==> src/rtl/bsd_pkg.sv <==
package bsd_pkg;
  localparam int BSD_PINS   = 4;
  localparam int BSD_CHAINS = 8;
  localparam int BSD_PIN_W  = 2;

  typedef enum logic {PART_A = 1'b0, PART_B = 1'b1} part_e;

  // Two-bit pin index per chain, chain 0 in the low bits.
  localparam logic [BSD_CHAINS*BSD_PIN_W-1:0] PART_A_MAP = 16'b10_01_00_10_11_00_00_11;
  localparam logic [BSD_CHAINS*BSD_PIN_W-1:0] PART_B_MAP = 16'b10_10_00_10_01_10_01_00;

  function automatic logic [BSD_PIN_W-1:0] part_pin(part_e p, int unsigned chain);
    if (p == PART_B) return PART_B_MAP[chain*BSD_PIN_W +: BSD_PIN_W];
    return PART_A_MAP[chain*BSD_PIN_W +: BSD_PIN_W];
  endfunction
endpackage

==> src/rtl/bsd_cfg_ctrl.sv <==
module bsd_cfg_ctrl
  import bsd_pkg::*;
(
  input  logic  clk,
  input  logic  rst_n,
  input  logic  dyn_mode,
  input  logic  shift_en,
  input  logic  pat_start,
  input  logic  cfg_sel,
  output part_e part_eff,
  output part_e part_active
);
  logic  dyn_window;
  logic  take_req;
  part_e part_q;

  assign dyn_window = shift_en | pat_start;
  assign take_req   = dyn_mode ? dyn_window : pat_start;
  assign part_eff   = take_req ? part_e'(cfg_sel) : part_q;
  assign part_active = part_q;

  always_ff @(posedge clk) begin
    if (!rst_n) part_q <= PART_A;
    else        part_q <= part_eff;
  end

  a_r4_static_hold: assert property (@(posedge clk) disable iff (!rst_n)
    (!dyn_mode && !pat_start) |=> $stable(part_active));
  a_r5_static_apply: assert property (@(posedge clk) disable iff (!rst_n)
    (!dyn_mode && pat_start) |=> (part_active == part_e'($past(cfg_sel))));
  a_r6_dyn_apply: assert property (@(posedge clk) disable iff (!rst_n)
    (dyn_mode && shift_en) |=> (part_active == part_e'($past(cfg_sel))));
  a_r7_dyn_idle_hold: assert property (@(posedge clk) disable iff (!rst_n)
    (dyn_mode && !shift_en && !pat_start) |=> $stable(part_active));
endmodule

==> src/rtl/bsd_chain_slice.sv <==
module bsd_chain_slice
  import bsd_pkg::*;
#(
  parameter int NUM_PINS  = BSD_PINS,
  parameter int CHAIN_IDX = 0
) (
  input  logic                clk,
  input  logic                rst_n,
  input  logic                shift_en,
  input  logic [NUM_PINS-1:0] pins,
  input  part_e               part_eff,
  output logic                chain_bit
);
  localparam int PIN_W = $clog2(NUM_PINS);

  logic [PIN_W-1:0] src_idx;
  logic             src_bit;
  logic             bit_q;

  assign src_idx   = PIN_W'(part_pin(part_eff, CHAIN_IDX));
  assign src_bit   = pins[src_idx];
  assign chain_bit = bit_q;

  always_ff @(posedge clk) begin
    if (!rst_n)        bit_q <= 1'b0;
    else if (shift_en) bit_q <= src_bit;
  end

  a_r8_hold_idle: assert property (@(posedge clk) disable iff (!rst_n)
    !shift_en |=> $stable(chain_bit));
endmodule

==> src/rtl/bscan_fanout_top.sv <==
module bscan_fanout_top
  import bsd_pkg::*;
#(
  parameter int NUM_PINS   = BSD_PINS,
  parameter int NUM_CHAINS = BSD_CHAINS
) (
  input  logic                  clk,
  input  logic                  rst_n,
  input  logic [NUM_PINS-1:0]   scan_pin_i,
  input  logic                  shift_en_i,
  input  logic                  pat_start_i,
  input  logic                  cfg_sel_i,
  input  logic                  dyn_mode_i,
  output logic [NUM_CHAINS-1:0] chain_si_o,
  output logic                  part_active_o
);
  part_e part_eff;
  part_e part_active;

  bsd_cfg_ctrl u_ctrl (
    .clk        (clk),
    .rst_n      (rst_n),
    .dyn_mode   (dyn_mode_i),
    .shift_en   (shift_en_i),
    .pat_start  (pat_start_i),
    .cfg_sel    (cfg_sel_i),
    .part_eff   (part_eff),
    .part_active(part_active)
  );

  assign part_active_o = part_active;

  for (genvar c = 0; c < NUM_CHAINS; c++) begin : g_chain
    bsd_chain_slice #(.NUM_PINS(NUM_PINS), .CHAIN_IDX(c)) u_slice (
      .clk      (clk),
      .rst_n    (rst_n),
      .shift_en (shift_en_i),
      .pins     (scan_pin_i),
      .part_eff (part_eff),
      .chain_bit(chain_si_o[c])
    );
  end

  // under partition B no chain depends on pin 3.
  a_r3_pin3_unused: assert property (@(posedge clk) disable iff (!rst_n)
    (shift_en_i && part_eff == PART_B) |=>
      ((chain_si_o[0] == $past(scan_pin_i[0])) && (chain_si_o[2] == $past(scan_pin_i[2]))));
  a_r1_reset_idle: assert property (@(posedge clk)
    !rst_n |=> (chain_si_o == '0 && part_active_o == 1'b0));
endmodule

==> config.mk <==
export PLATFORM = sky130hd
export DESIGN_NAME = bscan_fanout_top
export DESIGN_NICKNAME = d
export VERILOG_FILES = /design/src/rtl/bsd_pkg.sv /design/src/rtl/bsd_cfg_ctrl.sv /design/src/rtl/bsd_chain_slice.sv /design/src/rtl/bscan_fanout_top.sv
export SDC_FILE = /design/constraint.sdc
export NUM_CORES = 1
export LEC_CHECK = 0
export ABC_AREA = 1
export CORE_AREA = 2 2 39 41
export CTS_BUF_LIST = sky130_fd_sc_hd__clkbuf_2 sky130_fd_sc_hd__clkbuf_4 sky130_fd_sc_hd__clkbuf_8
export CTS_CLUSTER_SIZE = 14
export DETAILED_ROUTE_END_ITERATION = 7
export DIE_AREA = 0 0 41 43
export PLACE_DENSITY = 0.63
export SLEW_MARGIN = 20
export SYNTH_ARGS = -nofsm -noshare
export SYNTH_HDL_FRONTEND = slang
export SYNTH_SLANG_ARGS = --single-unit
==> constraint.sdc <==
create_clock -name clk -period 0.8 [get_ports clk]
set_input_delay 0.12 -clock clk [delete_from_list [all_inputs] [get_ports clk]]
set_output_delay 0.12 -clock clk [all_outputs]
set_load 0.02 [all_outputs]
* After elaboration in Yosys (flattened, before gate mapping)
Cells that the tools add are included.
W data, S select, Z words.
** Word-level totals
- Flip-flop bits (word level) :: 8
- Bits in latches :: 0
- Memory bits (writable) :: 0
- Memory bits (read-only) :: 0
- Input bits :: 10
- Memories :: 0
** Cells by class
- $add $sub $neg :: 0
- Multiply operators :: 0
- Div/mod/pow operators :: 0
- $lt $le $gt $ge :: 7
- Equal/unequal tests :: 0
- Shift-type cells :: 0
- Mux-type cells :: 27
- Bitwise logic cells :: 1
- Reduce and logical (&&, ||, !) cells :: 0
** Operator list (number)
- $lt A2 B3 Y1 const B :: 7
- $mux W2 :: 10
- $bmux W1 S2 :: 7
- $mux W1 :: 10
- $or A1 B1 Y1 :: 1

* Logic depth before layout (Yosys ltp)
Gate-level depths: netlist of run 1.
- Word-level depth :: 7
- Gate-level depth with buffers :: 7
- Depth with buffers taken out :: 6

* By module
From an unflattened synthesis of run 1, not the netlist that was laid out.
** Unflattened totals
- Cells, all modules :: 80
- Area total of the unflattened synthesis :: 467.9 um2
** Modules (own cells, without submodules)
- bsd_chain_slice at g_chain[0].u_slice ... :: times used 5, cells an instance 10, area each 55.1 um2, sequential area each 20.0 um2
- bsd_chain_slice at g_chain[4].u_slice ... :: times used 3, cells an instance 6, area each 41.3 um2, sequential area each 20.0 um2
- bsd_cfg_ctrl :: times used 1, cells an instance 12, area each 68.8 um2, sequential area each 20.0 um2

* Worst setup path after synthesis of run 1
OpenSTA, ideal clock, no wires.
- Kind :: register to register
- Start point :: reg u_ctrl.part_q (netlist: u_ctrl.part_active)
- End point :: reg g_chain[1].u_slice.bit_q
- Setup time :: 70 ps
- Arrival :: 842 ps
- Setup slack :: -111 ps
- Stages on the path, launching flop included :: 5
- Buffers on the path :: 0
- Period minus slack after synthesis :: 911 ps
- Path through :: dfxtp_1 -> nand3_4 -> nand3_4 -> nand2_2 -> a21oi_1
** Between the ends
- Word-level cells in the longest chain between the ends :: 5
** Ends and longest elaborated chain
- start, declared :: RTL line bsd_cfg_ctrl.sv:15 : part_e part_q;
- start signal, assigned :: RTL line bsd_cfg_ctrl.sv:24 : else part_q <= part_eff;
- $mux W1 :: RTL line bsd_cfg_ctrl.sv:19 : assign part_eff = take_req ? part_e'(cfg_sel) : part_q;
- $mux W1 :: RTL line bsd_pkg.sv:13 : if (p == PART_B) return PART_B_MAP[chain*BSD_PIN_W +: BSD_PIN_W];
- $mux W2 :: RTL line bsd_pkg.sv:14 : return PART_A_MAP[chain*BSD_PIN_W +: BSD_PIN_W];
- $bmux W1 S2 :: RTL line bsd_chain_slice.sv:21 : assign src_bit = pins[src_idx];
- $mux W1 (implied by the code) :: RTL line bsd_chain_slice.sv:21
- end signal, assigned :: RTL line bsd_chain_slice.sv:26 : else if (shift_en) bit_q <= src_bit;
- end, declared :: RTL line bsd_chain_slice.sv:18 : logic bit_q;
No other way between the ends. The select of a mux whose other input is x is not followed.
A chain may end at the register's enable or synchronous reset.

* Worst setup path in the final report of run 1
- Start point :: reg u_ctrl.part_q (netlist: u_ctrl.part_active)
- End point :: out part_active_o
** RTL lines
- end, declared :: RTL line bscan_fanout_top.sv:15 : output logic part_active_o
No word-level cell between the ends.

==> results of run 1 <==
-- worst max path at each step --
stage	from	endpoint	slack [ns]
floorplan	u_ctrl.part_active	g_chain[1].u_slice.chain_bit	0.008
global placement	shift_en_i	g_chain[6].u_slice.chain_bit	-0.43
detailed placement	shift_en_i	g_chain[6].u_slice.chain_bit	-0.45
CTS	u_ctrl.part_active	part_active_o	-0.06
global route	u_ctrl.part_active	g_chain[3].u_slice.chain_bit	-0.09
finish	u_ctrl.part_active	part_active_o	-0.06
-- timing repair --
item / in CTS / in global routing
pin swaps: 3 / 3
setup endpoints to repair: 17 / 15
setup buffers: 0 / 0
resized for setup: 69 / 6
-- layout make-up --
type	instances	area share, %
inverters	2	1.15
flip-flops and latches	8	26.4
repair buffers	19	29.7
clock buffers	4	4.60
multi-input cells	27	35.1
well taps	16	3.07
-- synth_stat cells --
cell type,n,area share (%)
sky130_fd_sc_hd__nand2_1,1,0.86
sky130_fd_sc_hd__buf_6,1,2.6
sky130_fd_sc_hd__a21boi_0,1,1.7
sky130_fd_sc_hd__or2_1,3,4.3
sky130_fd_sc_hd__inv_1,2,1.7
sky130_fd_sc_hd__nand3_1,3,3.4
sky130_fd_sc_hd__nand3_4,2,8.0
sky130_fd_sc_hd__buf_4,8,14
sky130_fd_sc_hd__o211a_1,2,4.6
sky130_fd_sc_hd__o21ai_0,5,5.7
sky130_fd_sc_hd__a21oi_1,5,5.7
sky130_fd_sc_hd__nand2_2,2,2.9
sky130_fd_sc_hd__nand2_4,3,7.8
sky130_fd_sc_hd__dfxtp_1,8,37
-- stage by stage --
stage / setup slack [ns] / instance area, um2 / power [mW]
2_1_floorplan: 0.00765 / 439 / 0.626
3_3_place_gp: -0.429 / 576 / 0.712
3_5_place_dp: -0.453 / 576 / 0.712
4_1_cts: -0.0611 / 633 / 1.11
5_1_grt: -0.0856 / 653 / 1.17
6_report: -0.0582 / 653 / 1.11
-- kinds of logic (layout without fill, tap and decap cells) --
family                 after synthesis  in the layout  synth area share, %
AOI/OAI and AO/OA                   13             13                 17.8
buffers and inverters               11             25                 18.1
DFF                                  8              8                 36.8
and+or+nand+nor                     14             14                 27.3
-- metal layers --
layer  GRT usage (%)  wire length [um]  part of all wire [%]  vias up
met2            15.6               456                    52       12
met3            3.14                32                   3.6        2
met4            10.0                14                   1.6        0
met5               0                 0                     0        -
li1                -                 -                     -      178
met1            11.9               376                    43      163
-- state kept, by name (all words and copies together), names as in the netlist --
name	flops
g_chain.u_slice.chain_bit	7
u_ctrl.part_active	1
-- report_power, final --
group	switching (mW)	internal (mW)
Sequential	0.0218	0.433
Combinational	0.145	0.142
Clock	0.145	0.225
==> qor.log, run 1 <==
qor: placement.gp_congestion 0.687
qor: placement.place_inst 72
qor: setup_path.worstSetupEndpointType output port
qor: clock_tree.clock_latency 0.26 ns
qor: sta.drv_slew 0
qor: synthesis.synth.cell_area 435 um2
qor: finish.antenna_cells 0
qor: clock_tree.tritoncts yes
qor: route.route.detailed.drc 0
qor: synthesis.distinct_cell_type_count_after_synthesis 14
qor: setup_path.worstReg2RegStart u_ctrl.part_active
qor: sta.slew-limit-headroom 83.3%
qor: clock_tree.htreeDepth 1
qor: die.die_height 43 um
qor: power_and_ir_drop.cellLeakagePower 0.294 nW
qor: global_route.grt.total_usage 10.8%
qor: setup_path.timing_worst_setup_path_type flop to output port
qor: worst_hold_path.hold_end u_ctrl.part_active
qor: sta.layout_setup_ws -0.0582 ns
qor: clock_tree.clkSinkCount 8
qor: setup_path.rr_worst_depth 3
qor: synthesis.synthCells 46
qor: setup_path.cp_slowest_stage_delay 0.36 ns
qor: sta.timing_worst_slew_pin_value 0.251 ns
qor: global_route.grt_max_degree 9
qor: setup_path.crit_path_max_fanout 2
qor: setup_path.worst_r2r_endpoint g_chain[3].u_slice.chain_bit
qor: worst_hold_path.hold_depth 4
qor: outcome.run_status finished, violations left
qor: setup_path.worst_path_dominant_cell_family flip-flops
qor: die.die-width 41 um
qor: setup_path.critical_path.cell_chain buf_6
qor: sta.tns -0.346 ns
qor: sta.finalSetupViolCount 14
qor: sta.layout_worst_path_cycle_share 107%
qor: outcome.failed_checks negative setup slack
qor: sta.finalHoldViolations 0
qor: sta.final_period_minus_worst_setup_slack 0.858 ns
qor: route.drt_first_pass_iters 4
qor: route.vias 355
qor: power_and_ir_drop.max-vdd-ir-drop 0.000967 V
qor: setup_path.setup.reg_to_reg.worst_slack -0.03 ns
qor: finish.regArea 173 um2
qor: clock_tree.postCtsHoldBufs 0
qor: setup_path.buf_inv_stages_crit_path 1
qor: finish.fill_cell_count 138
qor: setup_path.cp_data_arrival_time 0.74 ns
qor: route.routed_wirelength 880 um
qor: setup_path.required 0.68 ns
qor: synthesis.synth_nets 56
qor: setup_path.critical-path-slowest-cell sky130_fd_sc_hd__dfxtp_4
qor: sta.rsz0062_at_grt true
qor: synthesis.yosysSeqAreaShare 36.8%
qor: global_route.initial_antenna_violation_count 0
qor: global_route.grt_overflow_total 0
qor: route.via_per_inst 4.67
qor: route.drt-initial-drc-count 6
qor: sta.max_clock_freq 1170 MHz
qor: worst_hold_path.min_from pat_start_i
qor: die.initial_core_util 31.5%
qor: finish.finish.net_count 71
qor: route.wire_per_inst 11.6 um
qor: power_and_ir_drop.power.density 1700 nW/um2
qor: flow_run.max-cap-violations 0
qor: die.ios 19
qor: placement.place_hpwl 604 um
qor: setup_path.worstSetupStartpointType flop
qor: die.design.core.area 1380 um2
qor: finish.final_cell_mix 9 x sky130_fd_sc_hd__buf_6, 7 x sky130_fd_sc_hd__dfxtp_2, 5 x sky130_fd_sc_hd__nand2_4, 5 x sky130_fd_sc_hd__o21ai_0, 5 x sky130_fd_sc_hd__clkdlybuf4s50_1
qor: synthesis.postSynthRegisterBits 8
qor: sta.holdWs 0.344 ns
qor: global_route.grt_pass1_wl 1240 um
qor: finish.layout-area-overhead-vs-synth 50.0%
qor: clock_tree.tritoncts.num_buffers 3
qor: finish.final_cell_count_no_fill 76
qor: finish.final_layout_size_suffix_gt1_share 60.0%
qor: sta.worst_clock_skew 0.0103 ns
qor: setup_path.cp.depth 1
qor: placement.place.port_buffers 18
qor: synthesis.avgSynthCellArea 9.47 um2
qor: synthesis.synth-warning-count 0
qor: clock_tree.cts_root_cell sky130_fd_sc_hd__clkbuf_4
qor: finish.finish.utilization 47.2%
qor: route.detail-route-antenna-nets 0
qor: die.placementRows 14
qor: worst_hold_path.min_path_type input port to flop
qor: finish.final_common_cell sky130_fd_sc_hd__buf_6
qor: finish.multi_input_combinational_cell_area 229 um2
qor: clock_tree.cts-root-to-sink-buffers 2
qor: die.dieArea 1760 um2
qor: global_route.first_global_vias 320
qor: clock_tree.clkSlewWorstSetupHoldPaths 0.06 ns
Note: power is estimated with default switching activity, not from simulation.
==> run 2, diff against run 1 <==
--- a/config.mk
+++ b/config.mk
@@ -8,7 +8,6 @@
 export ABC_AREA = 1
 export CORE_AREA = 2 2 39 41
 export CTS_BUF_LIST = sky130_fd_sc_hd__clkbuf_2 sky130_fd_sc_hd__clkbuf_4 sky130_fd_sc_hd__clkbuf_8
-export CTS_CLUSTER_SIZE = 14
 export DETAILED_ROUTE_END_ITERATION = 7
 export DIE_AREA = 0 0 41 43
 export PLACE_DENSITY = 0.63
==> results of run 2 <==
Same layout as run 1: the final DEF is identical, and so are final timing and power.
